`config.mk`:
```
export PLATFORM = sky130hd
export DESIGN_NAME = spis_xfer_engine
export DESIGN_NICKNAME = d
export VERILOG_FILES = /design/src/rtl/spis_pkg.sv /design/src/rtl/spis_sync.sv /design/src/rtl/spis_shift.sv /design/src/rtl/spis_bufctl.sv /design/src/rtl/spis_regs.sv /design/src/rtl/spis_xfer_engine.sv
export SDC_FILE = /design/constraint.sdc
export NUM_CORES = 1
export LEC_CHECK = 0
export ABC_CLOCK_PERIOD_IN_PS = 2500
export BUFFER_PORTS_ARGS = -buffer_cell sky130_fd_sc_hd__buf_2
export CAP_MARGIN = 20
export CORE_MARGIN = 1.5
export CORE_UTILIZATION = 50
export DETAILED_ROUTE_END_ITERATION = 10
export PLACE_DENSITY = 0.67
export SYNTH_ARGS = -nofsm -noshare
export SYNTH_HDL_FRONTEND = slang
export SYNTH_SLANG_ARGS = --single-unit
```
`constraint.sdc`:
```
create_clock -name clk -period 2.5 [get_ports clk]
set_clock_uncertainty 0.15 [all_clocks]
set_input_delay 0.375 -clock clk [delete_from_list [all_inputs] [get_ports clk]]
set_output_delay 0.375 -clock clk [all_outputs]
set_load 0.02 [all_outputs]
```
`src/rtl/spis_pkg.sv`:
```
// Shared constants for the SPI slave transfer engine: register addresses
// and event bit positions. Assumes 8-bit registers and a 3-bit address.
package spis_pkg;
    localparam logic [2:0] RA_CMD   = 3'd0;
    localparam logic [2:0] RA_EVT   = 3'd1;
    localparam logic [2:0] RA_MASK  = 3'd2;
    localparam logic [2:0] RA_TXLEN = 3'd3;
    localparam logic [2:0] RA_RXCAP = 3'd4;
    localparam logic [2:0] RA_RXCNT = 3'd5;

    localparam int EV_RXC = 0;
    localparam int EV_TXC = 1;
    localparam int EV_OVF = 2;
    localparam int NEV    = 3;
endpackage

```
`src/rtl/spis_sync.sv`:
```
// Two-flop synchroniser for a bundle of asynchronous pins.
// Assumes the bits of the bundle change far apart compared with clk.
module spis_sync #(
    parameter int          W       = 1,
    parameter logic [W-1:0] RST_VAL = '0
) (
    input  logic         clk,
    input  logic         rst_n,
    input  logic [W-1:0] d,
    output logic [W-1:0] q
);
    logic [W-1:0] meta;

    // Two register stages per bit toward the clk domain.
    always_ff @(posedge clk) begin
        if (!rst_n) begin
            meta <= RST_VAL;
            q    <= RST_VAL;
        end else begin
            meta <= d;
            q    <= meta;
        end
    end
endmodule

```
`src/rtl/spis_shift.sv`:
```
// Mode-0 byte shifter. Detects SCK and select edges in the clk domain,
// shifts MOSI in on rising SCK and shifts MISO out on falling SCK, MSB first.
// Assumes SCK runs at no more than a quarter of clk, so that tx_byte has
// been updated for the next byte before the falling edge that loads it.
module spis_shift (
    input  logic       clk,
    input  logic       rst_n,
    input  logic       sck_s,
    input  logic       sel_n_s,
    input  logic       mosi_s,
    input  logic       enable,
    input  logic [7:0] tx_byte,
    output logic       byte_done,
    output logic [7:0] rx_byte,
    output logic       miso,
    output logic       sess_start,
    output logic       sess_end
);
    logic       sck_q, sel_q;
    logic [2:0] bit_cnt;
    logic [7:0] rx_sh, tx_sh;
    logic       sck_rise, sck_fall;

    assign sck_rise   = sck_s & ~sck_q;
    assign sck_fall   = ~sck_s & sck_q;
    assign sess_start = sel_q & ~sel_n_s;
    assign sess_end   = ~sel_q & sel_n_s;
    assign rx_byte    = rx_sh;
    assign miso       = tx_sh[7];

    // Edge history, bit counting and both shift registers.
    always_ff @(posedge clk) begin
        if (!rst_n) begin
            sck_q     <= 1'b0;
            sel_q     <= 1'b1;
            bit_cnt   <= '0;
            rx_sh     <= '0;
            tx_sh     <= 8'hFF;
            byte_done <= 1'b0;
        end else begin
            sck_q     <= sck_s;
            sel_q     <= sel_n_s;
            byte_done <= 1'b0;
            if (sel_n_s) begin
                bit_cnt <= '0;
                tx_sh   <= 8'hFF;
            end else if (sess_start) begin
                bit_cnt <= '0;
                tx_sh   <= enable ? tx_byte : 8'hFF;
            end else if (sck_rise) begin
                rx_sh   <= {rx_sh[6:0], mosi_s};
                bit_cnt <= bit_cnt + 3'd1;
                if (bit_cnt == 3'd7) byte_done <= enable;
            end else if (sck_fall) begin
                if (bit_cnt == 3'd0) tx_sh <= enable ? tx_byte : 8'hFF;
                else                 tx_sh <= {tx_sh[6:0], 1'b1};
            end
        end
    end
endmodule

```
`src/rtl/spis_bufctl.sv`:
```
// Buffer controller: holds both byte buffers, their indices and open flags,
// and the armed state. It closes each buffer on its own rule and pulses
// event strobes. Assumes tx_len and rx_cap lie in 1..DEPTH.
module spis_bufctl #(
    parameter int DEPTH = 16,
    localparam int AW   = $clog2(DEPTH),
    localparam int CW   = $clog2(DEPTH + 1)
) (
    input  logic                    clk,
    input  logic                    rst_n,
    input  logic                    cmd_start,
    input  logic                    cmd_txrdy,
    input  logic                    cmd_rxempty,
    input  logic [CW-1:0]           tx_len,
    input  logic [CW-1:0]           rx_cap,
    input  logic                    byte_done,
    input  logic [7:0]              rx_byte,
    input  logic                    sess_start,
    input  logic                    sess_end,
    input  logic                    txb_we,
    input  logic [AW-1:0]           txb_addr,
    input  logic [7:0]              txb_wdata,
    input  logic [AW-1:0]           rxb_addr,
    output logic [7:0]              rxb_rdata,
    output logic [7:0]              tx_byte,
    output logic                    armed,
    output logic                    tx_open,
    output logic                    rx_open,
    output logic [CW-1:0]           rx_cnt,
    output logic [spis_pkg::NEV-1:0] ev_set
);
    import spis_pkg::*;

    logic [7:0]    tx_mem [DEPTH];
    logic [7:0]    rx_mem [DEPTH];
    logic [CW-1:0] tx_idx;
    logic          in_sess, ovf_done;
    logic          take;

    assign take      = byte_done & armed;
    assign tx_byte   = tx_open ? tx_mem[tx_idx[AW-1:0]] : 8'hFF;
    assign rxb_rdata = rx_mem[rxb_addr];

    // Transmit buffer storage, filled by software.
    always_ff @(posedge clk) begin
        if (txb_we) tx_mem[txb_addr] <= txb_wdata;
    end

    // Receive buffer storage, filled by completed bytes.
    always_ff @(posedge clk) begin
        if (take && rx_open) rx_mem[rx_cnt[AW-1:0]] <= rx_byte;
    end

    // Arming, buffer open/close rules, counters and event strobes.
    always_ff @(posedge clk) begin
        if (!rst_n) begin
            armed    <= 1'b0;
            tx_open  <= 1'b0;
            rx_open  <= 1'b0;
            tx_idx   <= '0;
            rx_cnt   <= '0;
            in_sess  <= 1'b0;
            ovf_done <= 1'b0;
            ev_set   <= '0;
        end else begin
            ev_set <= '0;
            if (cmd_start) armed <= 1'b1;
            else if (armed && !rx_open && !tx_open && !in_sess) armed <= 1'b0;
            if (cmd_txrdy) begin
                tx_open <= 1'b1;
                tx_idx  <= '0;
            end
            if (cmd_rxempty) begin
                rx_open  <= 1'b1;
                rx_cnt   <= '0;
                ovf_done <= 1'b0;
            end
            if (sess_start && armed) in_sess <= 1'b1;
            if (take) begin
                if (rx_open) begin
                    rx_cnt <= rx_cnt + CW'(1);
                    if (rx_cnt + CW'(1) == rx_cap) begin
                        rx_open        <= 1'b0;
                        ev_set[EV_RXC] <= 1'b1;
                    end
                end else if (rx_cnt == rx_cap && !ovf_done) begin
                    ovf_done       <= 1'b1;
                    ev_set[EV_OVF] <= 1'b1;
                end
                if (tx_open) begin
                    tx_idx <= tx_idx + CW'(1);
                    if (tx_idx + CW'(1) == tx_len) begin
                        tx_open        <= 1'b0;
                        ev_set[EV_TXC] <= 1'b1;
                    end
                end
            end
            if (sess_end && in_sess) begin
                in_sess <= 1'b0;
                if (rx_open) begin
                    rx_open        <= 1'b0;
                    ev_set[EV_RXC] <= 1'b1;
                end
            end
        end
    end
endmodule

```
`src/rtl/spis_regs.sv`:
```
// Register file: command decode, sticky write-one-to-clear events, mask,
// length/capacity settings, read mux and interrupt output.
// Assumes CW is at most 8 so settings fit in a register.
module spis_regs #(
    parameter int CW = 5
) (
    input  logic                     clk,
    input  logic                     rst_n,
    input  logic                     reg_we,
    input  logic [2:0]               reg_addr,
    input  logic [7:0]               reg_wdata,
    output logic [7:0]               reg_rdata,
    input  logic [spis_pkg::NEV-1:0] ev_set,
    input  logic [2:0]               status,
    input  logic [CW-1:0]            rx_cnt,
    output logic                     cmd_start,
    output logic                     cmd_txrdy,
    output logic                     cmd_rxempty,
    output logic [CW-1:0]            tx_len,
    output logic [CW-1:0]            rx_cap,
    output logic [spis_pkg::NEV-1:0] evt,
    output logic [7:0]               mask,
    output logic                     irq
);
    import spis_pkg::*;

    logic             wr_cmd, wr_evt;
    logic [NEV-1:0]   clr;

    assign wr_cmd      = reg_we && (reg_addr == RA_CMD);
    assign wr_evt      = reg_we && (reg_addr == RA_EVT);
    assign cmd_start   = wr_cmd & reg_wdata[0];
    assign cmd_txrdy   = wr_cmd & reg_wdata[1];
    assign cmd_rxempty = wr_cmd & reg_wdata[2];
    assign clr         = wr_evt ? reg_wdata[NEV-1:0] : '0;
    assign irq         = |(evt & mask[NEV-1:0]);

    // Writable settings and sticky events; a new event wins over a clear.
    always_ff @(posedge clk) begin
        if (!rst_n) begin
            evt    <= '0;
            mask   <= '0;
            tx_len <= CW'(1);
            rx_cap <= CW'(1);
        end else begin
            evt <= (evt & ~clr) | ev_set;
            if (reg_we && reg_addr == RA_MASK)  mask   <= reg_wdata;
            if (reg_we && reg_addr == RA_TXLEN) tx_len <= reg_wdata[CW-1:0];
            if (reg_we && reg_addr == RA_RXCAP) rx_cap <= reg_wdata[CW-1:0];
        end
    end

    // Read data selection.
    always_comb begin
        case (reg_addr)
            RA_CMD:   reg_rdata = {5'd0, status};
            RA_EVT:   reg_rdata = 8'(evt);
            RA_MASK:  reg_rdata = mask;
            RA_TXLEN: reg_rdata = 8'(tx_len);
            RA_RXCAP: reg_rdata = 8'(rx_cap);
            RA_RXCNT: reg_rdata = 8'(rx_cnt);
            default:  reg_rdata = 8'd0;
        endcase
    end
endmodule

```
`src/rtl/spis_xfer_engine.sv`:
```
// Top of the SPI slave buffered transfer engine: synchroniser, shifter,
// buffer controller and register file. Assumes SCK at most clk/4.
module spis_xfer_engine #(
    parameter int DEPTH = 16,
    localparam int AW   = $clog2(DEPTH),
    localparam int CW   = $clog2(DEPTH + 1)
) (
    input  logic          clk,
    input  logic          rst_n,
    input  logic          spi_sck,
    input  logic          spi_sel_n,
    input  logic          spi_mosi,
    output logic          spi_miso,
    input  logic          reg_we,
    input  logic [2:0]    reg_addr,
    input  logic [7:0]    reg_wdata,
    output logic [7:0]    reg_rdata,
    input  logic          txb_we,
    input  logic [AW-1:0] txb_addr,
    input  logic [7:0]    txb_wdata,
    input  logic [AW-1:0] rxb_addr,
    output logic [7:0]    rxb_rdata,
    output logic          irq
);
    import spis_pkg::*;

    logic          sck_s, sel_n_s, mosi_s;
    logic          byte_done, sess_start, sess_end;
    logic [7:0]    rx_byte, tx_byte;
    logic          armed, tx_open, rx_open;
    logic [CW-1:0] rx_cnt, tx_len, rx_cap;
    logic [NEV-1:0] ev_set, evt;
    logic [7:0]    mask;
    logic          cmd_start, cmd_txrdy, cmd_rxempty;

    spis_sync #(.W(3), .RST_VAL(3'b010)) u_sync (
        .clk(clk), .rst_n(rst_n),
        .d({spi_sck, spi_sel_n, spi_mosi}),
        .q({sck_s, sel_n_s, mosi_s})
    );

    spis_shift u_shift (
        .clk(clk), .rst_n(rst_n), .sck_s(sck_s), .sel_n_s(sel_n_s),
        .mosi_s(mosi_s), .enable(armed), .tx_byte(tx_byte),
        .byte_done(byte_done), .rx_byte(rx_byte), .miso(spi_miso),
        .sess_start(sess_start), .sess_end(sess_end)
    );

    spis_bufctl #(.DEPTH(DEPTH)) u_buf (
        .clk(clk), .rst_n(rst_n), .cmd_start(cmd_start),
        .cmd_txrdy(cmd_txrdy), .cmd_rxempty(cmd_rxempty),
        .tx_len(tx_len), .rx_cap(rx_cap), .byte_done(byte_done),
        .rx_byte(rx_byte), .sess_start(sess_start), .sess_end(sess_end),
        .txb_we(txb_we), .txb_addr(txb_addr), .txb_wdata(txb_wdata),
        .rxb_addr(rxb_addr), .rxb_rdata(rxb_rdata), .tx_byte(tx_byte),
        .armed(armed), .tx_open(tx_open), .rx_open(rx_open),
        .rx_cnt(rx_cnt), .ev_set(ev_set)
    );

    spis_regs #(.CW(CW)) u_regs (
        .clk(clk), .rst_n(rst_n), .reg_we(reg_we), .reg_addr(reg_addr),
        .reg_wdata(reg_wdata), .reg_rdata(reg_rdata), .ev_set(ev_set),
        .status({rx_open, tx_open, armed}), .rx_cnt(rx_cnt),
        .cmd_start(cmd_start), .cmd_txrdy(cmd_txrdy),
        .cmd_rxempty(cmd_rxempty), .tx_len(tx_len), .rx_cap(rx_cap),
        .evt(evt), .mask(mask), .irq(irq)
    );
endmodule

```
# Word-level counts from Yosys, hierarchy flattened
# Memories as Yosys holds them, arrays and structs flattened. A register that Yosys moved wholly into a read port is not among the register bits.
# Cells that the tools add are included.
[totals]
out_inout_bits = 18
word_cells = 129
regBits = 67
ramBits = 256
n_memories = 2
inputBits = 34
[classes]
reduce_logical = 29
bitwise_logic = 21
eq_ne = 10
n_addsub = 3
mux = 42
[memory_table]
columns = ["name", "depth", "width", "rd", "rd_ports_with_merged_regs", "write_ports", "line", "rtl"]
rows = [
  ["u_buf.rx_mem", 16, 8, 1, 0, 1, "spis_bufctl.sv:35", "logic [7:0] rx_mem [DEPTH];"],
  ["u_buf.tx_mem", 16, 8, 1, 1, 1, "spis_bufctl.sv:34", "logic [7:0] tx_mem [DEPTH];"],
]
[ops]
columns = ["operator", "n"]
rows = [
  ["$mux W8", 6],
  ["$pmux W8 S6", 1],
  ["$mux W5", 6],
  ["$mux W1", 27],
  ["$eq A5 B5 Y1", 3],
  ["$logic_and A1 B1 Y1", 12],
  ["$add A5 B1 Y5 const B", 2],
  ["$eq A3 B3 Y1 const B", 3],
  ["$not A1 Y1", 9],
  ["$reduce_or A3 Y1", 3],
  ["$and A1 B1 Y1", 8],
  ["$and A3 B3 Y3", 2],
  ["$eq A3 B2 Y1 const B", 2],
  ["$logic_not A3 Y1", 2],
  ["$reduce_and A3 Y1", 2],
  ["$reduce_or A5 Y1", 1],
  ["$logic_not A1 Y1", 4],
  ["$mux W4", 1],
  ["$reduce_bool A2 Y1", 2],
  ["$reduce_or A2 Y1", 2],
  ["$add A3 B1 Y3 const B", 1],
  ["$eq A3 B1 Y1 const B", 1],
  ["$mux W3", 1],
  ["$not A3 Y3", 1],
  ["other kinds (3)", 3],
]

# Logic depth before layout (Yosys ltp)
[logic_depth]
depth_word = 9
ltp_mapped = 7
depth_no_buf = 6

# Hierarchy
# Synthesis repeated with hierarchy kept, for this count alone.
[hier_totals]
hier_cells = 792
area_unflattened_um2 = 13304.0
[modules_own_cells]
columns = ["module", "n_inst", "cells_per_inst", "area_per_inst_um2", "seq_area_each_um2"]
rows = [
  ["spis_bufctl", 1, 562, 11051.8, 8047.7],
  ["spis_regs", 1, 111, 1108.6, 420.4],
  ["spis_shift", 1, 107, 985.9, 440.4],
  ["spis_sync", 1, 12, 157.7, 120.1],
]

# Worst setup path before layout
# OpenSTA, ideal clock, no wires.
[synth_path]
path_type = "input to output"
start = "input port rxb_addr[0]"
end = "output port rxb_rdata[0]"
required_time_ns = 1.975
path_slack_ns = 0.017
stages = 4
arrival_time_ns = 1.958
path_buffers = 2
path_cell_list = "clkbuf_1 > buf_2 > mux4_2 > mux4_2"
[synth_via]
elab_chain_cells = 1
[synth_rtl]
columns = ["item", "line", "rtl"]
rows = [
  ["start: declaration", "spis_xfer_engine.sv:21", "input logic [AW-1:0] rxb_addr,"],
  ["$mem_v2 Z16 W8", "--", ""],
  ["end: declaration", "spis_xfer_engine.sv:22", "output logic [7:0] rxb_rdata,"],
]
# No other way between the ends.

# Final worst setup path
[layout_path]
start = "memory u_buf.rx_mem[11][5]"
end = "output port rxb_rdata[5]"
[layout_via]
elab_chain_cells = 1
[layout_rtl]
columns = ["item", "line"]
rows = [
  ["start: declaration", "spis_bufctl.sv:35"],
  ["$mem_v2 Z16 W8", "--"],
]
# No other way between the ends.

==> flow_summary_export.csv <==
group,metric,value,unit
run_status,outcome,"complete, but fails checks",
run_status,violations,"setup timing",
run,drv_cap,0,
placed_design,pre_cts_ws,0.0472,ns
min_path,min_path_type,"input pin to flop",
floorplan,rows,59,
synthesis,synth_seq_area_share,0.689,
global_routing,grt_antenna_before_repair,0,
sta,fin_hold_ws,0.0103,ns
route,avgRoutedWirePerCell,21.7,um
worst_setup_path,critPathKind,"flop to output port",
route,via_per_inst,5.76,
global_routing,grt_pass1_vias,7396,
synthesis,synth_edf_count,256,
synthesis,syn_area,13100,sq um
clock_network,clk_latency,0.51,ns
min_path,holdPathEnd,"u_regs.mask[7]",
clock_network,clock_sinks,323,
floorplan,die_w,165,um
global_routing,grt_usage,0.206,
route,vias,7101,
floorplan,die_area,27200,sq um
pwr,power,11200,uW
worst_setup_path,start_kind,"flop",
global_routing,grt_max_degree,33,
sta,timing.final.crit_share,1.04,
global_routing,use_met3,0.0311,
clock_network,clk_path_buf_depth,3,
clock_network,cts_max_level,2,
floorplan,die_h,165,um
final_layout,nNetsFinal,913,
sta,hold_violations,0,
global_routing,grt_util_met2,0.368,
clock_network,clk_pin_slew,0.06,ns
final_layout,antennaDiodeCount,0,
global_routing,grt_pass1_wl,41.5,mm
sta,setup_ws,-0.0928,ns
route,antenna_left,0,
pwr,power_density,732,nW/um^2
worst_setup_path,reg2reg_depth,5,
synthesis,synth_nets,808,
floorplan,core,25900,sq um
placed_design,hpwlAfterDp,17.4,mm
floorplan,start_util,0.506,
placed_design,io_buffers,51,
global_routing,busiest_layer,"met2",
synthesis,netlist_instances,766,
synthesis,ys.flop_type,"edfxtp_1",
sta,fmax,386,MHz
synthesis,syn_area_per_cell,17.1,sq um
sta,max-slew-margin-rel,0.595,
sta,period_minus_slack,2.59,ns
global_routing,grt-ovfl-total,0,
synthesis,yosysWarnings,0,
sta,drv_slew,0,
sta,rsz0062_at_grt,"true",
min_path,worstHoldPathCells,3,
final_layout,syn_to_final_growth,16.5,%
clock_network,cts.root.buffer_cell,"clkbuf_16",
worst_setup_path,r2r-end,"u_shift.tx_sh[7]",
route,drc,0,
synthesis,async_flop_share,0,
route,routed_wl,26.8,mm
worst_setup_path,crit_fanout,1,
placed_design,gp_congestion,0.810,
global_routing,grtUsageMet1,0.252,
worst_setup_path,cp.arrival,2.07,ns
synthesis,synth.distinct_cells,55,
synthesis,ys_ff_latch,323,
sta,tightest_slew,0.607,ns
final_layout,drive_above_1_share,0.273,
pwr,irDropWorstVdd,557,uV
worst_setup_path,crit_required,1.98,ns
final_layout,fillers,1883,
floorplan,io_pins,52,
clock_network,cts_tree,"done",
worst_setup_path,cp-end-kind,"output port",
route,drtPass1Iterations,5,
sta,setup_viol_count_final,8,
clock_network,numCtsBuffers,35,
worst_setup_path,r2r_start,"u_buf.tx_idx[0]",
worst_setup_path,r2r_slack,0.36,ns
pwr,p_leak,0.00515,uW
min_path,hold_start,"reg_wdata[7]",
route,drt_iter0_markers,551,
[final cells by class]
type	count	area [sq um]	area share
sequential	323	9030	0.591
multi-input combinational	390	3840	0.251
clock buffer	53	1000	0.0657
timing repair buffer	112	836	0.0547
tap	335	419	0.0274
clock inverter	11	120	0.00786
inverter	9	33.8	0.00221
[how the worst max path moves through the flow]
stage / from / endpoint / cells after the start
finish: u_buf.rx_mem[11][5] / rxb_rdata[5] / 3
floorplan: rxb_addr[0] / rxb_rdata[0] / 4
detailed placement: rxb_addr[0] / rxb_rdata[5] / 5
global placement: rxb_addr[0] / rxb_rdata[5] / 5
CTS: u_buf.rx_mem[3][0] / rxb_rdata[0] / 3
global route: u_buf.rx_mem[1][0] / rxb_rdata[0] / 3
[timing repair]
item                                    CTS  global route
hold buffers                              4             0
gates resized for setup                  16             0
buffers inserted                          0             0
endpoints found under the setup margin    8             8
hold endpoints to repair                  4             0
[synth_stat cells, types with 2 or more instances]
cell type  number  area [sq um]
mux2i_1        28           280
nand4b_1        2          17.5
nor4b_1         2          17.5
a221oi_1        3          26.3
nand3_1        10          50.1
and3_1          6          37.5
nor2_1         41           154
o21ai_1         2          10.0
a21boi_1        8          60.1
nor4b_2         5          75.1
nor4_1          9          56.3
clkbuf_1       23          86.3
ha_1            8           100
nor3_1         10          50.1
a211oi_1        6          45.0
dfxtp_1        67          1340
inv_1           9          33.8
buf_1           6          22.5
o21ai_0         5          25.0
mux4_1          6           158
nor3b_1         2          15.0
a31oi_1         4          25.0
mux4_2         68          1530
and2_1         11          68.8
xor2_1          4          35.0
nor4bb_1        2          20.0
buf_2          11          55.1
buf_6           3          33.8
mux2_2          9           101
nand2_1        41           154
a22oi_1         2          15.0
o22ai_1         9          56.3
nand3b_1        2          15.0
edfxtp_1      256          7690
a21oi_1        12          60.1
o31ai_1         2          15.0
xnor2_1        13           114
nand2b_1       10          62.6
nor2b_1        30           188
mux2_1          4          45.0
[critical path, cell delays in order, from the launching register on]
cell,delay (ns)
edfxtp_1,0.42
mux4_2,0.50
mux4_2,0.49
buf_6,0.15
[report_power, final]
part | total, uW | internal (uW) | switching, uW
Clock | 4970 | 2990 | 1970
Sequential | 5830 | 5810 | 19.2
Combinational | 392 | 187 | 205
Total | 11200 | 8990 | 2200
[cells by family (layout without fill, tap and decap cells)]
family	after synthesis	count (layout)	synth area share
adder cells (fa/ha/maj)	8	8	0.00763
buffers and inverters	53	185	0.0192
flip-flops	323	323	0.689
multiplexers	115	115	0.161
AO/OA/AOI/OAI	63	63	0.0330
XOR/XNOR	18	18	0.0132
AND/OR/NAND/NOR	186	186	0.0770
[sequential cells by signal (all words and copies together), names as in the netlist, 5 cells and up]
register and count:
u_buf.rx_mem 128, u_shift.rx_byte 8, u_regs.rx_cap 5, u_buf.tx_mem 128, u_regs.tx_len 5, u_buf.tx_idx 5, u_buf.rx_cnt 5, u_shift.tx_sh 8
u_regs.mask 8
[per-stage QoR]
| stage | TNS (ns) | area [sq um] | util | cells |
|---|---|---|---|---|
| after detailed placement | 0 | 14100 | 0.543 | 1165 |
| after global routing | -0.722 | 15300 | 0.590 | 1233 |
| after floorplan | 0 | 13100 | - | 766 |
| after global placement | 0 | 14100 | 0.543 | 1165 |
| after CTS | -0.516 | 15300 | 0.590 | 1233 |
| final | -0.349 | 15300 | 0.590 | 1233 |
[placed cells by master (no fill, tap or decap), drive strengths merged, types with 3 or more instances in the layout]
cell	netlist	layout
xnor2	13	13
and3	6	6
clkbuf	23	53
nor4b	7	7
a211oi	7	7
edfxtp	256	256
nor2	41	41
mux2	13	13
dlygate4sd3	0	4
a31oi	4	4
xor2	4	4
nor4	9	9
clkinv	0	4
a21oi	12	12
buf	21	108
nand3	10	10
inv	9	13
a21boi	9	9
and2	11	11
nor2b	30	30
nand2b	10	10
nand2	41	41
mux4	74	74
dfxtp	67	67
o21ai	7	7
ha	8	8
nor3	10	10
o22ai	9	9
mux2i	28	28
a221oi	3	3
[layer usage]
metal | wire length, um | vias to the layer above
li1 | - | 3227
met1 | 10800 | 3618
met2 | 14000 | 192
met3 | 1080 | 64
met4 | 912 | 0
met5 | 0 | -
Note: power is estimated with default switching activity, not from simulation.
